<file path="src/rtl/lin_frame_pkg.sv">
package lin_frame_pkg;

  typedef enum logic [3:0] {
    ST_IDLE, ST_BRK, ST_SYNC, ST_PID, ST_RD, ST_GO, ST_DATA, ST_CKS, ST_REFILL
  } fr_state_e;

  localparam int NFLAGS     = 4;
  localparam int FLG_HDR    = 0;
  localparam int FLG_DONE   = 1;
  localparam int FLG_EMPTY  = 2;
  localparam int FLG_BITERR = 3;

  localparam logic [7:0] SYNC_BYTE = 8'h55;

  // identifier with its two parity bits on top
  function automatic logic [7:0] prot_id(input logic [5:0] id);
    logic p0, p1;
    p0 = id[0] ^ id[1] ^ id[2] ^ id[4];
    p1 = ~(id[1] ^ id[3] ^ id[4] ^ id[5]);
    return {p1, p0, id};
  endfunction

  // 8-bit add with the carry folded back in
  function automatic logic [7:0] cks_add(input logic [7:0] a, input logic [7:0] b);
    logic [8:0] s;
    s = {1'b0, a} + {1'b0, b};
    return s[7:0] + {7'd0, s[8]};
  endfunction

endpackage

</file>
<file path="src/rtl/lin_msg_buf.sv">
module lin_msg_buf #(
  parameter int DEPTH = 8,
  localparam int AW = $clog2(DEPTH)
) (
  input  logic          clk,
  input  logic          we,
  input  logic [AW-1:0] waddr,
  input  logic [7:0]    wdata,
  input  logic [AW-1:0] raddr,
  output logic [7:0]    rdata
);

  logic [7:0] mem [DEPTH];

  // write port and registered read port, block-RAM friendly
  always_ff @(posedge clk) begin
    if (we) mem[waddr] <= wdata;
    rdata <= mem[raddr];
  end

endmodule

</file>
<file path="src/rtl/lin_byte_shifter.sv">
module lin_byte_shifter #(
  parameter int BRK_LEN = 13,
  localparam int BMAX = (BRK_LEN > 9) ? BRK_LEN : 9,
  localparam int CW = $clog2(BMAX + 1)
) (
  input  logic       clk,
  input  logic       rst,
  input  logic       tick,
  input  logic       start,
  input  logic       is_brk,
  input  logic [7:0] data,
  input  logic       rx,
  output logic       tx,
  output logic       busy,
  output logic       done,
  output logic       err
);

  localparam logic [CW-1:0] BRK_LAST  = CW'(BRK_LEN);
  localparam logic [CW-1:0] BYTE_LAST = CW'(9);

  logic          pending, active, brk_q, tx_q, done_q, err_q;
  logic [CW-1:0] cnt;
  logic [9:0]    sh;
  logic [CW-1:0] last;
  logic [CW-1:0] cnt_nx;

  assign last   = brk_q ? BRK_LAST : BYTE_LAST;
  assign cnt_nx = cnt + CW'(1);
  assign busy   = pending | active;
  assign tx     = tx_q;
  assign done   = done_q;
  assign err    = err_q;

  always_ff @(posedge clk) begin
    if (rst) begin
      pending <= 1'b0;
      active  <= 1'b0;
      brk_q   <= 1'b0;
      tx_q    <= 1'b1;
      done_q  <= 1'b0;
      err_q   <= 1'b0;
      cnt     <= '0;
      sh      <= '1;
    end else begin
      done_q <= 1'b0;
      err_q  <= 1'b0;
      if (start && !busy) begin
        // first bit goes out on the next tick, so every bit is a full period
        pending <= 1'b1;
        brk_q   <= is_brk;
        cnt     <= '0;
        sh      <= {1'b1, data, 1'b0};
      end else if (tick && pending) begin
        pending <= 1'b0;
        active  <= 1'b1;
        tx_q    <= brk_q ? 1'b0 : sh[0];
      end else if (tick && active) begin
        if (rx != tx_q) begin
          err_q  <= 1'b1;
          active <= 1'b0;
          tx_q   <= 1'b1;
        end else if (cnt == last) begin
          done_q <= 1'b1;
          active <= 1'b0;
          tx_q   <= 1'b1;
        end else begin
          cnt  <= cnt_nx;
          sh   <= {1'b1, sh[9:1]};
          tx_q <= brk_q ? (cnt_nx >= BRK_LAST) : sh[1];
        end
      end
    end
  end

  // an abort leaves the shifter idle with the line recessive
  p_err_idle_r10: assert property (@(posedge clk) disable iff (rst)
    err_q |-> (!busy && tx_q));

  // nothing is driven low without a frame in progress
  p_low_needs_active_r4: assert property (@(posedge clk) disable iff (rst)
    !tx_q |-> active);

endmodule

</file>
<file path="src/rtl/lin_frame_seq.sv">
module lin_frame_seq
  import lin_frame_pkg::*;
#(
  parameter int LEN_W  = 6,
  parameter int BUF_AW = 3
) (
  input  logic              clk,
  input  logic              rst,
  input  logic              hdr_req,
  input  logic [5:0]        cfg_id,
  input  logic [LEN_W-1:0]  cfg_len,
  input  logic              cfg_pub,
  input  logic              cfg_enh,
  input  logic              refill_ack,
  input  logic [7:0]        buf_rdata,
  output logic [BUF_AW-1:0] buf_raddr,
  input  logic              sh_busy,
  input  logic              sh_done,
  input  logic              sh_err,
  output logic              sh_start,
  output logic              sh_brk,
  output logic [7:0]        sh_data,
  output logic              busy,
  output logic              ev_hdr,
  output logic              ev_done,
  output logic              ev_empty,
  output logic              ev_err
);

  fr_state_e        st, nxt;
  logic [LEN_W-1:0] len_q, cnt, sent;
  logic [7:0]       pid_q, acc;
  logic             pub_q;

  assign sent      = cnt + LEN_W'(1);
  assign buf_raddr = cnt[BUF_AW-1:0];
  assign busy      = (st != ST_IDLE);

  always_comb begin
    nxt      = st;
    sh_start = 1'b0;
    sh_brk   = 1'b0;
    sh_data  = 8'h00;
    ev_hdr   = 1'b0;
    ev_done  = 1'b0;
    ev_empty = 1'b0;
    ev_err   = 1'b0;
    case (st)
      ST_IDLE: if (hdr_req) begin
        sh_start = 1'b1; sh_brk = 1'b1; nxt = ST_BRK;
      end
      ST_BRK: if (sh_done) begin
        sh_start = 1'b1; sh_data = SYNC_BYTE; nxt = ST_SYNC;
      end
      ST_SYNC: if (sh_done) begin
        sh_start = 1'b1; sh_data = pid_q; nxt = ST_PID;
      end
      ST_PID: if (sh_done) begin
        ev_hdr = 1'b1;
        if (!pub_q) nxt = ST_IDLE;
        else if (len_q == '0) begin
          sh_start = 1'b1; sh_data = ~acc; nxt = ST_CKS;
        end else nxt = ST_RD;
      end
      ST_RD: nxt = ST_GO;
      ST_GO: begin
        sh_start = 1'b1; sh_data = buf_rdata; nxt = ST_DATA;
      end
      ST_DATA: if (sh_done) begin
        if (sent == len_q) begin
          sh_start = 1'b1; sh_data = ~acc; nxt = ST_CKS;
        end else if (sent[BUF_AW-1:0] == '0) begin
          ev_empty = 1'b1; nxt = ST_REFILL;
        end else nxt = ST_RD;
      end
      ST_CKS: if (sh_done) begin
        ev_done = 1'b1; nxt = ST_IDLE;
      end
      ST_REFILL: if (refill_ack) nxt = ST_RD;
      default: nxt = ST_IDLE;
    endcase
    if (sh_err) begin
      nxt      = ST_IDLE;
      sh_start = 1'b0;
      ev_hdr   = 1'b0;
      ev_done  = 1'b0;
      ev_empty = 1'b0;
      ev_err   = 1'b1;
    end
  end

  always_ff @(posedge clk) begin
    if (rst) begin
      st    <= ST_IDLE;
      len_q <= '0;
      cnt   <= '0;
      pid_q <= 8'h00;
      acc   <= 8'h00;
      pub_q <= 1'b0;
    end else begin
      st <= nxt;
      if (st == ST_IDLE && hdr_req) begin
        pid_q <= prot_id(cfg_id);
        len_q <= cfg_len;
        pub_q <= cfg_pub;
        acc   <= cfg_enh ? prot_id(cfg_id) : 8'h00;
        cnt   <= '0;
      end
      if (st == ST_GO) acc <= cks_add(acc, buf_rdata);
      if (st == ST_DATA && sh_done && !sh_err) cnt <= sent;
    end
  end

  // while waiting for a refill the shifter sends nothing
  p_refill_quiet_r9: assert property (@(posedge clk) disable iff (rst)
    (st == ST_REFILL) |-> !sh_busy);

  // data bytes are only fetched while publishing
  p_data_pub_only_r6: assert property (@(posedge clk) disable iff (rst)
    (st == ST_GO) |-> pub_q);

endmodule

</file>
<file path="src/rtl/lin_master_frame.sv">
module lin_master_frame
  import lin_frame_pkg::*;
#(
  parameter int LEN_W     = 6,
  parameter int BUF_DEPTH = 8,
  parameter int BRK_LEN   = 13,
  localparam int BUF_AW   = $clog2(BUF_DEPTH)
) (
  input  logic              clk,
  input  logic              rst,
  input  logic              baud_tick,
  input  logic [5:0]        cfg_id,
  input  logic [LEN_W-1:0]  cfg_len,
  input  logic              cfg_pub,
  input  logic              cfg_enh,
  input  logic              hdr_req,
  input  logic              buf_we,
  input  logic [BUF_AW-1:0] buf_addr,
  input  logic [7:0]        buf_wdata,
  input  logic              refill_ack,
  input  logic [3:0]        flag_clr,
  input  logic [3:0]        irq_en,
  input  logic              lin_rx,
  output logic              lin_tx,
  output logic [3:0]        flags,
  output logic              irq,
  output logic              busy
);

  logic [BUF_AW-1:0] raddr;
  logic [7:0]        rdata, sh_data;
  logic              sh_busy, sh_done, sh_err, sh_start, sh_brk;
  logic              ev_hdr, ev_done, ev_empty, ev_err;
  logic [NFLAGS-1:0] flg_q, flg_set, flg_clr;

  lin_msg_buf #(.DEPTH(BUF_DEPTH)) u_buf (
    .clk(clk), .we(buf_we), .waddr(buf_addr), .wdata(buf_wdata),
    .raddr(raddr), .rdata(rdata)
  );

  lin_byte_shifter #(.BRK_LEN(BRK_LEN)) u_shift (
    .clk(clk), .rst(rst), .tick(baud_tick), .start(sh_start), .is_brk(sh_brk),
    .data(sh_data), .rx(lin_rx), .tx(lin_tx), .busy(sh_busy),
    .done(sh_done), .err(sh_err)
  );

  lin_frame_seq #(.LEN_W(LEN_W), .BUF_AW(BUF_AW)) u_seq (
    .clk(clk), .rst(rst), .hdr_req(hdr_req), .cfg_id(cfg_id), .cfg_len(cfg_len),
    .cfg_pub(cfg_pub), .cfg_enh(cfg_enh), .refill_ack(refill_ack),
    .buf_rdata(rdata), .buf_raddr(raddr), .sh_busy(sh_busy), .sh_done(sh_done),
    .sh_err(sh_err), .sh_start(sh_start), .sh_brk(sh_brk), .sh_data(sh_data),
    .busy(busy), .ev_hdr(ev_hdr), .ev_done(ev_done), .ev_empty(ev_empty),
    .ev_err(ev_err)
  );

  always_comb begin
    flg_set = '0;
    flg_set[FLG_HDR]    = ev_hdr;
    flg_set[FLG_DONE]   = ev_done;
    flg_set[FLG_EMPTY]  = ev_empty;
    flg_set[FLG_BITERR] = ev_err;
    flg_clr = flag_clr;
    if (refill_ack) flg_clr[FLG_EMPTY] = 1'b1;
  end

  // sticky flags: a set in the same cycle beats the clear
  always_ff @(posedge clk) begin
    if (rst) begin
      flg_q <= '0;
      irq   <= 1'b0;
    end else begin
      flg_q <= (flg_q & ~flg_clr) | flg_set;
      irq   <= |(flg_q & irq_en);
    end
  end

  assign flags = flg_q;

  // line is recessive whenever no frame runs
  p_idle_recessive_r1: assert property (@(posedge clk) disable iff (rst)
    !busy |-> lin_tx);

  // a frame only begins after a header request
  p_start_on_req_r1: assert property (@(posedge clk) disable iff (rst)
    $rose(busy) |-> $past(hdr_req));

  // a completion event is always visible in the next cycle
  p_done_sets_r11: assert property (@(posedge clk) disable iff (rst)
    ev_done |=> flags[FLG_DONE]);

  // no interrupt from a fully masked flag set
  p_irq_masked_r12: assert property (@(posedge clk) disable iff (rst)
    ($past(irq_en) == 4'h0) |-> !irq);

  // a bit error ends the frame at once
  p_err_aborts_r10: assert property (@(posedge clk) disable iff (rst)
    ev_err |=> (!busy && !flags[FLG_DONE] || $past(flags[FLG_DONE])));

endmodule

</file>
<file path="config.mk">
export PLATFORM = sky130hd
export DESIGN_NAME = lin_master_frame
export DESIGN_NICKNAME = d
export VERILOG_FILES = /design/src/rtl/lin_frame_pkg.sv /design/src/rtl/lin_msg_buf.sv /design/src/rtl/lin_byte_shifter.sv /design/src/rtl/lin_frame_seq.sv /design/src/rtl/lin_master_frame.sv
export SDC_FILE = /design/constraint.sdc
export NUM_CORES = 1
export LEC_CHECK = 0
export ABC_AREA = 1
export BUFFER_PORTS_ARGS = -buffer_cell sky130_fd_sc_hd__buf_4
export CORE_MARGIN = 3
export CORE_UTILIZATION = 65
export DETAILED_ROUTE_END_ITERATION = 10
export GPL_TIMING_DRIVEN = 0
export HOLD_SLACK_MARGIN = 0.03
export PLACE_DENSITY = 0.92
export SLEW_MARGIN = 20
export SYNTH_ARGS = -nofsm -noshare
export SYNTH_HDL_FRONTEND = slang
export SYNTH_SLANG_ARGS = --single-unit
export TNS_END_PERCENT = 10
</file>
<file path="constraint.sdc">
create_clock -name clk -period 4.6 [get_ports clk]
set_clock_uncertainty 0.1 [all_clocks]
set_input_delay 0.69 -clock clk [delete_from_list [all_inputs] [get_ports clk]]
set_output_delay 0.69 -clock clk [all_outputs]
set_load 0.05 [all_outputs]
</file>
==> reports/metrics.csv, run 1 <==
metric,value,unit
layout cells sized above 1,0.162,
TritonCTS clock tree,yes,
hold_ws,297,ps
static leakage,0.00317,uW
"non-filler cells, final",967,
"Req. time, crit path",4960,ps
final worst path period share,0.641,
Critical Path Start Type,register,
Die H,105,um
Max Freq,0.339,GHz
#FFs+latches synth,129,
sequential-to-total area share from yosys stat,0.504,
top routing layer in use,met4,
Power Dens Cells,480,nW/um2
Layout area overhead,16.5,%
H-tree depth,4,
unrepaired setup endpoints after global routing,no,
Total Die Area,11100,um2
TritonRoute pass-1 iters,5,
slew of the pin with the lowest slew margin,825,ps
"Hold Violations, Final",0,
Worst Hold Launch,buf_wdata[3],
normalized max-slew margin,0.448,
Starting Density,0.679,
Final Critical Period,2950,ps
routed len/inst,17.1,um
gp weighted congestion,0.955,
Worst Hold Path EP,u_buf.mem[0][3]$_DFFE_PP_,
IO Port Bufs,46,
worst-path maximum fanout,3,
drt drc,0,
status,finished clean,
"CP delay by family, top",simple AND/OR/NAND/NOR gates,
chip width,105,um
core area,9420,um2
Synth Net Count,816,
FF-to-FF Start,u_seq.acc[0]$_SDFFE_PP0P_,
Post-DRT Antenna Nets,0,
post-synth top area share,0.301,
Antenna Cells,0,
"Distinct cells, synth",45,
WL met2,8530,um
DP HPWL,11300,um
wl on met1,6050,um
cell area after synthesis,6390,um2
Finished Core Util,0.791,
total number of vias,5737,
Slew Limit Fails,0,
WL final,16500,um
Synth Instances,760,
maximum clock path buffer count,2,
Post-CTS Setup Repair Bufs,0,
Worst VDD drop,0.366,mV
clock sink count,129,
leading area contributor after synthesis,edfxtp_1,
row cnt,35,
met3 wire len,1460,um
Yosys Warn Count,0,
CP max stage cell,dfxtp_1,
Final setup viols,0,
reg2reg path depth,14,
I/O pins,47,
CTS Buf Count,17,
Crit Path Class,register to register,
GR Util All Layers,0.307,
hold buffers post-CTS,0,
clk root buf,clkbuf_8,
clk_lat worst skew,530,ps
GR Overflow Total,0,
first-pass GRT wire length,26800,um
R2R Path End,u_seq.acc[7]$_SDFFE_PP0P_,
DRT iter0 DRCs,656,
Arrival @ worst endpoint,3310,ps
Cells after DPL,935,
max_cap viols,0,
Worst Hold Class,primary input to register,
R2R Setup Slk,1650,ps
setup TNS,0,ps
critical path capture point type,register,
"slowest stage delay, CP",390,ps
vias per inst,5.93,
initial antenna violation count,0,
largest net degree at the start of global routing,17,
Mapped Avg Cell Area,8.41,um2
PostCTS Resize Cnt,0,
NumNets Final,881,
top post-synthesis cells by area,"edfxtp_1, dfxtp_1, nand2_1",
vias in the first global route,5717,
crit path cell chain,ha_1 > fa_1 > nand4_1 > o211ai_1 > a21oi_1 > o21bai_1 > ha_1 > nand3_1 > or2_2 > nor2_1 > nand2_1 > o21bai_1 > nand3_1 > a21oi_1,
Worst-path clk slew,60,ps
Hold Path Stages,1,
Worst Path Buf+Inv,0,
## metal layers
layer,up-vias,track usage
li1,2683,-
met1,2659,0.343
met2,336,0.556
met3,59,0.0747
met4,0,0.129
met5,-,0
## synthesized netlist by cell type, drive strengths merged
library cell / number
a21o: 1
a21oi: 43
a221oi: 2
a22o: 2
a31oi: 12
a41oi: 1
buf: 6
clkbuf: 17
clkinv: 2
dfxtp: 65
edfxtp: 64
fa: 1
ha: 15
inv: 82
nand2: 158
nand3: 58
nand3b: 1
nand4: 5
nor2: 120
nor3: 5
nor4: 2
o2111a: 1
o211ai: 5
o21ai: 61
o21bai: 2
o22ai: 8
o31ai: 1
or2: 2
xnor2: 10
xor2: 8
## where the power goes
part           switching (uW)  total [uW]  internal [uW]
Clock                     520        1240            721
Combinational             584         901            316
Sequential               98.4        1430           1330
## through the flow
stage	power (uW)	area, um2	setup slack, ps
finish	3570	7440	1650
global route	3730	7440	1330
CTS	3550	7440	1700
detailed placement	2310	6900	1740
global placement	2260	6900	1900
floorplan	2090	6390	2170
## cell usage in the layout, fill, tap and decap left out, types with 13 or more instances in the layout
cell type	n
nor2_1	112
clkbuf_16	16
buf_4	48
nand2_1	144
ha_1	15
inv_2	15
o21ai_0	57
inv_1	67
edfxtp_1	64
clkbuf_1	17
nand3_1	45
dfxtp_1	65
a21oi_1	42
nand3_2	13
## kinds of logic after synthesis
kind of cell	share of synthesized area
adders and majority gates	0.0325
buffers and inverters	0.0687
and+or+nand+nor	0.249
xor gates and xnor gates	0.0247
AOI/OAI and AO/OA	0.121
DFF	0.504
## flip-flops by register name, summed over array words and instances (netlist names)
register and cells:
u_seq.pid_q 8, u_shift.tx 1, u_shift.sh 9, u_shift.done 1, u_shift.active 1, irq 1
u_seq.pub_q 1, u_shift.err 1, u_shift.pending 1, u_seq.len_q 6, u_seq.acc 8, u_shift.cnt 4
u_seq.st 4, u_shift.brk_q 1, flags 4, u_buf.mem 64, u_buf.rdata 8, u_seq.cnt 6
## worst max path at each step
stage / cells past startpoint / start / endpoint / slack [ps]
2_1_floorplan: 16 / u_buf.rdata[0]$_DFF_P_ / u_seq.acc[6]$_SDFFE_PP0P_ / 2170
3_3_place_gp: 16 / u_buf.rdata[0]$_DFF_P_ / u_seq.acc[6]$_SDFFE_PP0P_ / 1900
3_5_place_dp: 14 / u_seq.acc[0]$_SDFFE_PP0P_ / u_seq.acc[7]$_SDFFE_PP0P_ / 1740
4_1_cts: 16 / u_seq.acc[0]$_SDFFE_PP0P_ / u_seq.acc[6]$_SDFFE_PP0P_ / 1700
5_1_grt: 16 / u_seq.acc[0]$_SDFFE_PP0P_ / u_seq.acc[6]$_SDFFE_PP0P_ / 1330
6_report: 14 / u_seq.acc[0]$_SDFFE_PP0P_ / u_seq.acc[7]$_SDFFE_PP0P_ / 1650
## final cells by class
cell class | count | area, um2
Buffer | 23 | 119
Clock buffer | 17 | 414
Clock inverter | 15 | 133
Fill cell | 554 | 1970
Inverter | 84 | 320
Multi-Input combinational cell | 524 | 2730
Sequential cell | 129 | 3220
Tap cell | 129 | 161
Timing Repair Buffer | 46 | 345
(Power assumes the default switching activity.)
==> run 2: changes to the inputs <==
--- a/config.mk
+++ b/config.mk
@@ -8,11 +8,11 @@
 export ABC_AREA = 1
 export BUFFER_PORTS_ARGS = -buffer_cell sky130_fd_sc_hd__buf_4
 export CORE_MARGIN = 3
-export CORE_UTILIZATION = 65
+export CORE_UTILIZATION = 60
 export DETAILED_ROUTE_END_ITERATION = 10
 export GPL_TIMING_DRIVEN = 0
 export HOLD_SLACK_MARGIN = 0.03
-export PLACE_DENSITY = 0.92
+export PLACE_DENSITY = 0.86
 export SLEW_MARGIN = 20
 export SYNTH_ARGS = -nofsm -noshare
 export SYNTH_HDL_FRONTEND = slang
==> constraint.sdc (replaced) <==
create_clock -name clk -period 2.8 [get_ports clk]
set_clock_uncertainty 0.1 [all_clocks]
set_input_delay 0.42 -clock clk [delete_from_list [all_inputs] [get_ports clk]]
set_output_delay 0.42 -clock clk [all_outputs]
set_load 0.05 [all_outputs]
==> reports/metrics.csv, run 2 (synthesized netlist as in run 1, its figures left out) <==
metric,value,unit,change
status,finished clean,,unchanged
Final setup viols,0,,unchanged
TritonRoute pass-1 iters,6,,was 5
slew of the pin with the lowest slew margin,832,ps,was 825 ps
Pwr Total,5990,uW,was 3570 uW
vias in the first global route,5567,,was 5717
Crit Path Class,register to register,,unchanged
"Req. time, crit path",3170,ps,was 4960 ps
"Hold Violations, Final",0,,unchanged
largest reg by FF count,u_buf.mem,,unchanged
Pint,3880,uW,was 2370 uW
max_cap viols,0,,unchanged
largest registers,"u_buf.mem: 64 flops, u_shift.sh: 9 flops",,unchanged
clock sink count,129,,unchanged
chip width,109,um,was 105 um
clk root buf,clkbuf_8,,unchanged
H-tree depth,4,,unchanged
TritonCTS clock tree,yes,,unchanged
"commonest cells after routing, fill and taps aside","nand2_1, nor2_1, inv_1, edfxtp_1, dfxtp_1",,"was nand2_1, nor2_1, inv_1"
"CP delay by family, top",simple AND/OR/NAND/NOR gates,,unchanged
initial antenna violation count,0,,unchanged
GR Overflow Total,0,,unchanged
"commonest non-fill, non-tap cell in the layout",nand2_1,,unchanged
Comb power frac,0.269,,was 0.252
Worst Path Buf+Inv,0,,unchanged
Antenna Cells,0,,unchanged
largest net degree at the start of global routing,17,,unchanged
NumNets Final,899,,was 881
total number of vias,5824,,was 5737
IO Port Bufs,46,,unchanged
Worst VDD drop,0.561,mV,was 0.366 mV
Post-DRT Antenna Nets,0,,unchanged
sequential share of power,0.393,,was 0.400
vias per inst,5.87,,was 5.93
worst-path maximum fanout,3,,unchanged
I/O pins,47,,unchanged
R2R Setup Slk,6,ps,was 1650 ps
crit path cell chain,ha_4 > fa_2 > nand4_1 > o211ai_1 > a21oi_1 > o21bai_1 > ha_2 > nand3_2 > or2_4 > nor2_4 > nand2_1 > o21bai_1 > nand3_1 > a21oi_1,,was ha_1 > fa_1 > nand4_1 > o211ai_1 > a21oi_1 > o21bai_1 > ha_1 > nand3_1 > or2_2 > nor2_1 > nand2_1 > o21bai_1 > nand3_1 > a21oi_1
Power Dens Cells,773,nW/um2,was 480 nW/um2
max reg flops,64,,unchanged
static leakage,0.00324,uW,was 0.00317 uW
layout cells sized above 1,0.201,,was 0.162
CP max stage cell,dfxtp_2,,was dfxtp_1
clk_lat worst skew,540,ps,was 530 ps
unrepaired setup endpoints after global routing,yes,,was no
CTS Buf Count,17,,unchanged
Arrival @ worst endpoint,3160,ps,was 3310 ps
WL final,17500,um,was 16500 um
critical path capture point type,register,,unchanged
DP HPWL,11100,um,was 11300 um
core area,10300,um2,was 9420 um2
Critical Path Start Type,register,,unchanged
row cnt,37,,was 35
Layout area overhead,21.3,%,was 16.5%
Clock power frac,0.338,,was 0.347
switching share of power,0.352,,was 0.337
Slew Limit Fails,0,,unchanged
Finished Core Util,0.751,,was 0.791
Starting Density,0.619,,was 0.679
Worst Hold Class,primary input to register,,unchanged
maximum clock path buffer count,2,,unchanged
drt drc,0,,unchanged
routed len/inst,17.6,um,was 17.1 um
Total Die Area,11900,um2,was 11100 um2
Fill cells,662,,was 554
Max Freq,0.358,GHz,was 0.339 GHz
normalized max-slew margin,0.444,,was 0.448
final worst path period share,0.998,,was 0.641
Switch Pwr,2110,uW,was 1200 uW
Die H,109,um,was 105 um
Final Critical Period,2790,ps,was 2950 ps
DRT iter0 DRCs,685,,was 656
first-pass GRT wire length,26100,um,was 26800 um
GR Util All Layers,0.285,,was 0.307
"slowest stage delay, CP",370,ps,was 390 ps
Worst-path clk slew,70,ps,was 60 ps
gp weighted congestion,0.931,,was 0.955
-- run 2: cell types whose count changed in the layout (fill, tap and decap cells not counted), moves of 3 or more --
cell	change
dlygate4sd3_1	+9
buf_4	+8
ha_1	-7
dfxtp_1	-6
ha_4	+5
dfxtp_2	+3
dfxtp_4	+3
inv_1	-3
nand3_1	-3
nand3_2	+3
-- run 2: worst reg2reg max path, stage by stage, from the launching register on --
cell,delay [ps]
dfxtp_2,370
ha_4,170
fa_2,240
nand4_1,90
o211ai_1,150
a21oi_1,130
o21bai_1,190
ha_2,260
nand3_2,110
or2_4,280
nor2_4,100
nand2_1,80
o21bai_1,160
nand3_1,130
a21oi_1,160
-- run 2: final cells by class --
cell class | instances | area [um2] | area share
multi-input cells | 524 | 2850 | 0.368
clock buffers | 17 | 414 | 0.0534
well taps | 136 | 170 | 0.0220
inverters | 84 | 323 | 0.0417
flip-flops and latches | 129 | 3240 | 0.418
plain buffers | 23 | 119 | 0.0153
clock inverters | 15 | 126 | 0.0163
repair buffers | 64 | 507 | 0.0654
-- run 2: final timing paths --
kind / startpoint / to / cells past startpoint
setup / recovery: u_seq.acc[0]$_SDFFE_PP0P_ / u_seq.acc[7]$_SDFFE_PP0P_ / 14
hold / removal: buf_wdata[2] / u_buf.mem[5][2]$_DFFE_PP_ / 1
hold reg to reg: u_seq.pid_q[3]$_SDFFE_PP0P_ / u_seq.pid_q[3]$_SDFFE_PP0P_ / 2
setup reg to reg: u_seq.acc[0]$_SDFFE_PP0P_ / u_seq.acc[7]$_SDFFE_PP0P_ / 14
-- run 2: power groups by stage --
stage | combinational [uW] | sequential (uW) | clock (uW)
floorplan | 1090 | 2340 | 0
detailed placement | 1420 | 2370 | 0
finish | 1610 | 2350 | 2020
global placement | 1360 | 2360 | 0
CTS | 1480 | 2340 | 2010
global route | 1770 | 2370 | 2120
-- run 2: timing repair --
action | 4_1_cts | 5_1_grt
pin swaps | 1 | 18
hold buffers | 6 | 3
hold endpoints to repair | 29 | 24
endpoints found under the setup margin | 2 | 4
setup buffers | 0 | 9
resized for setup | 10 | 28
-- run 2: per-stage QoR --
step / setup WS, ps / area [um2] / instances / hold slack, ps / TNS [ps]
after floorplan: 365 / 6390 / 760 / 330 / 0
after global placement: 65.4 / 6910 / 942 / 348 / 0
after detailed placement: -102 / 6910 / 942 / 353 / -131
after CTS: 35.4 / 7570 / 980 / 32.2 / 0
after global routing: -92.4 / 7750 / 992 / 31.4 / -199
final: 5.84 / 7750 / 992 / 33.0 / 0
-- run 2: metal layers --
metal / vias to the layer above / global-route usage / share of wire
li1: 2704 / - / -
met4: 0 / 0.125 / 0.036
met1: 2689 / 0.330 / 0.37
met3: 78 / 0.0610 / 0.084
met2: 353 / 0.506 / 0.51
met5: - / 0 / 0
==> run 3: changes to the inputs <==
--- a/config.mk
+++ b/config.mk
@@ -8,11 +8,12 @@
 export ABC_AREA = 1
 export BUFFER_PORTS_ARGS = -buffer_cell sky130_fd_sc_hd__buf_4
 export CORE_MARGIN = 3
-export CORE_UTILIZATION = 60
+export CORE_UTILIZATION = 55
+export CTS_BUF_LIST = sky130_fd_sc_hd__clkbuf_4 sky130_fd_sc_hd__clkbuf_8
 export DETAILED_ROUTE_END_ITERATION = 10
 export GPL_TIMING_DRIVEN = 0
 export HOLD_SLACK_MARGIN = 0.03
-export PLACE_DENSITY = 0.86
+export PLACE_DENSITY = 0.81
 export SLEW_MARGIN = 20
 export SYNTH_ARGS = -nofsm -noshare
 export SYNTH_HDL_FRONTEND = slang
==> reports/metrics.csv, run 3 (synthesized netlist as in run 1, its figures left out) <==
metric,value,unit,change
GR Overflow Total,0,,unchanged
initial antenna violation count,0,,unchanged
Layout area overhead,16.8,%,was 21.3%
H-tree depth,4,,unchanged
"commonest non-fill, non-tap cell in the layout",nand2_1,,unchanged
area of the multi-input gates,2850,um2,about the same
GR Util All Layers,0.253,,was 0.285
first-pass GRT wire length,25800,um,was 26100 um
critical path capture point type,register,,unchanged
worst-path maximum fanout,6,,was 3
Switch Pwr,1900,uW,was 2110 uW
clk_lat worst skew,450,ps,was 540 ps
routed len/inst,16.2,um,was 17.6 um
chip width,114,um,was 109 um
Starting Density,0.577,,was 0.619
drt drc,0,,unchanged
Clock power frac,0.276,,was 0.338
Crit Path Class,register to register,,unchanged
FF-to-FF Start,u_seq.acc[3]$_SDFFE_PP0P_,,was u_seq.acc[0]$_SDFFE_PP0P_
CTS Buf Count,17,,unchanged
Max Freq,0.360,GHz,was 0.358 GHz
Worst-path clk slew,80,ps,was 70 ps
Critical Path Start Type,register,,unchanged
TritonCTS clock tree,yes,,unchanged
Worst VDD drop,0.534,mV,was 0.561 mV
Power Dens Cells,719,nW/um2,was 773 nW/um2
Post-DRT Antenna Nets,0,,unchanged
CP Capture Point,u_seq.acc[6]$_SDFFE_PP0P_,,was u_seq.acc[7]$_SDFFE_PP0P_
Antenna Cells,0,,unchanged
max_cap viols,0,,unchanged
reg2reg path depth,15,,was 14
unrepaired setup endpoints after global routing,yes,,unchanged
IO Port Bufs,46,,unchanged
row cnt,38,,was 37
placed cell area,6910,um2,about the same
TritonRoute pass-1 iters,7,,was 6
Final Critical Period,2780,ps,was 2790 ps
maximum clock path buffer count,2,,unchanged
hold buffers post-CTS,0,,was 6
"Worst Setup Slack, final",20.6,ps,was 5.84 ps
Total Die Area,12900,um2,was 11900 um2
Setup WS pre-CTS,-90.4,ps,was -102 ps
largest net degree at the start of global routing,17,,unchanged
Reg area,3240,um2,about the same
core area,11100,um2,was 10300 um2
vias in the first global route,5524,,was 5567
vias per inst,5.60,,was 5.87
gp weighted congestion,0.874,,was 0.931
R2R Setup Slk,20,ps,was 6 ps
clk root buf,clkbuf_8,,unchanged
NumNets Final,888,,was 899
slew of the pin with the lowest slew margin,814,ps,was 832 ps
max reg flops,64,,unchanged
"Req. time, crit path",3080,ps,was 3170 ps
Critical Path Source,u_seq.acc[3]$_SDFFE_PP0P_,,was u_seq.acc[0]$_SDFFE_PP0P_
I/O pins,47,,unchanged
static leakage,0.00311,uW,was 0.00324 uW
total number of vias,5518,,was 5824
Pint,3470,uW,was 3880 uW
WL final,16000,um,was 17500 um
largest reg by FF count,u_buf.mem,,unchanged
Comb power frac,0.286,,was 0.269
sequential share of power,0.437,,was 0.393
clock sink count,129,,unchanged
layout cells sized above 1,0.198,,was 0.201
Die H,114,um,was 109 um
"commonest cells after routing, fill and taps aside","nand2_1, nor2_1, inv_1",,"was nand2_1, nor2_1, inv_1, edfxtp_1, dfxtp_1"
"Hold Violations, Final",0,,unchanged
DRT iter0 DRCs,410,,was 685
DP HPWL,11200,um,was 11100 um
Final setup viols,0,,unchanged
switching share of power,0.353,,was 0.352
final worst path period share,0.993,,was 0.998
Worst Hold Class,primary input to register,,unchanged
largest registers,"u_buf.mem: 64 flops, u_shift.sh: 9 flops",,unchanged
normalized max-slew margin,0.455,,was 0.444
Slew Limit Fails,0,,unchanged
status,finished clean,,unchanged
R2R Path End,u_seq.acc[6]$_SDFFE_PP0P_,,was u_seq.acc[7]$_SDFFE_PP0P_
design area,7460,um2,was 7750 um2
Fill cells,859,,was 662
Arrival @ worst endpoint,3060,ps,was 3160 ps
run 3: changes by cell type in the layout (fill, tap and decap cells not counted), sizes merged:
cell | previous run | this run
dlygate4sd3 | 9 | 0
inv | 88 | 83
buf | 61 | 59
clkbuf | 34 | 36
clkinvlp | 3 | 5
bufinv | 0 | 1
run 3: per-stage QoR:
step	hold slack [ps]	TNS (ps)	power, uW	instances	util
floorplan	330	0	3430	760	-
global placement	343	0	3730	946	0.624
detailed placement	353	-136	3800	946	0.624
CTS	87.1	0	5290	980	0.663
global route	88.7	-274	5670	985	0.674
finish	105	0	5370	985	0.674
run 3: metal layers:
metal	part of all wire	track usage	routed length [um]	up-vias
li1	-	-	-	2686
met1	0.42	0.306	6680	2595
met2	0.50	0.435	8010	192
met3	0.053	0.0546	842	45
met4	0.027	0.114	438	0
met5	0	0	0	-
run 3: what timing repair did:
| action | 4_1_cts | 5_1_grt |
|---|---|---|
| pin swaps | 4 | 16 |
| setup endpoints to repair | 2 | 4 |
| gates resized for setup | 11 | 23 |
| buffers inserted | 2 | 5 |
run 3: how the worst min path moves through the flow:
| stage | startpoint | endpoint | cells past startpoint |
|---|---|---|---|
| finish | buf_wdata[4] | u_buf.mem[7][4]$_DFFE_PP_ | 1 |
| global placement | u_seq.pid_q[1]$_SDFFE_PP0P_ | u_seq.pid_q[1]$_SDFFE_PP0P_ | 2 |
| global route | buf_wdata[4] | u_buf.mem[7][4]$_DFFE_PP_ | 1 |
| floorplan | u_seq.pid_q[1]$_SDFFE_PP0P_ | u_seq.pid_q[1]$_SDFFE_PP0P_ | 2 |
| detailed placement | u_seq.pid_q[1]$_SDFFE_PP0P_ | u_seq.pid_q[1]$_SDFFE_PP0P_ | 2 |
| CTS | buf_wdata[4] | u_buf.mem[4][4]$_DFFE_PP_ | 1 |
run 3: final cells by class:
cell class,count,area share
flip-flops and latches,129,0.434
plain buffers,23,0.0159
clock inverters,13,0.0156
multi-input cells,524,0.381
inverters,84,0.0429
repair buffers,53,0.0533
well taps,140,0.0235
clock buffers,19,0.0334
run 3: critical path: stages (launching register included):
cell and delay (ps):
dfxtp_1 380, ha_4 330, a21oi_1 100, o211ai_1 280
a21oi_1 120, o21bai_1 180, ha_2 250, ha_4 140
inv_2 40, nor3_2 130, inv_1 100, nor2_2 130
inv_1 60, o21ai_1 120, nand3_1 100, a21oi_2 160
run 3: power groups by stage:
stage | clock network, uW | logic (uW) | registers, uW
2_1_floorplan | 0 | 1090 | 2340
3_3_place_gp | 0 | 1370 | 2360
3_5_place_dp | 0 | 1420 | 2370
4_1_cts | 1490 | 1460 | 2340
5_1_grt | 1580 | 1720 | 2370
6_report | 1480 | 1540 | 2350
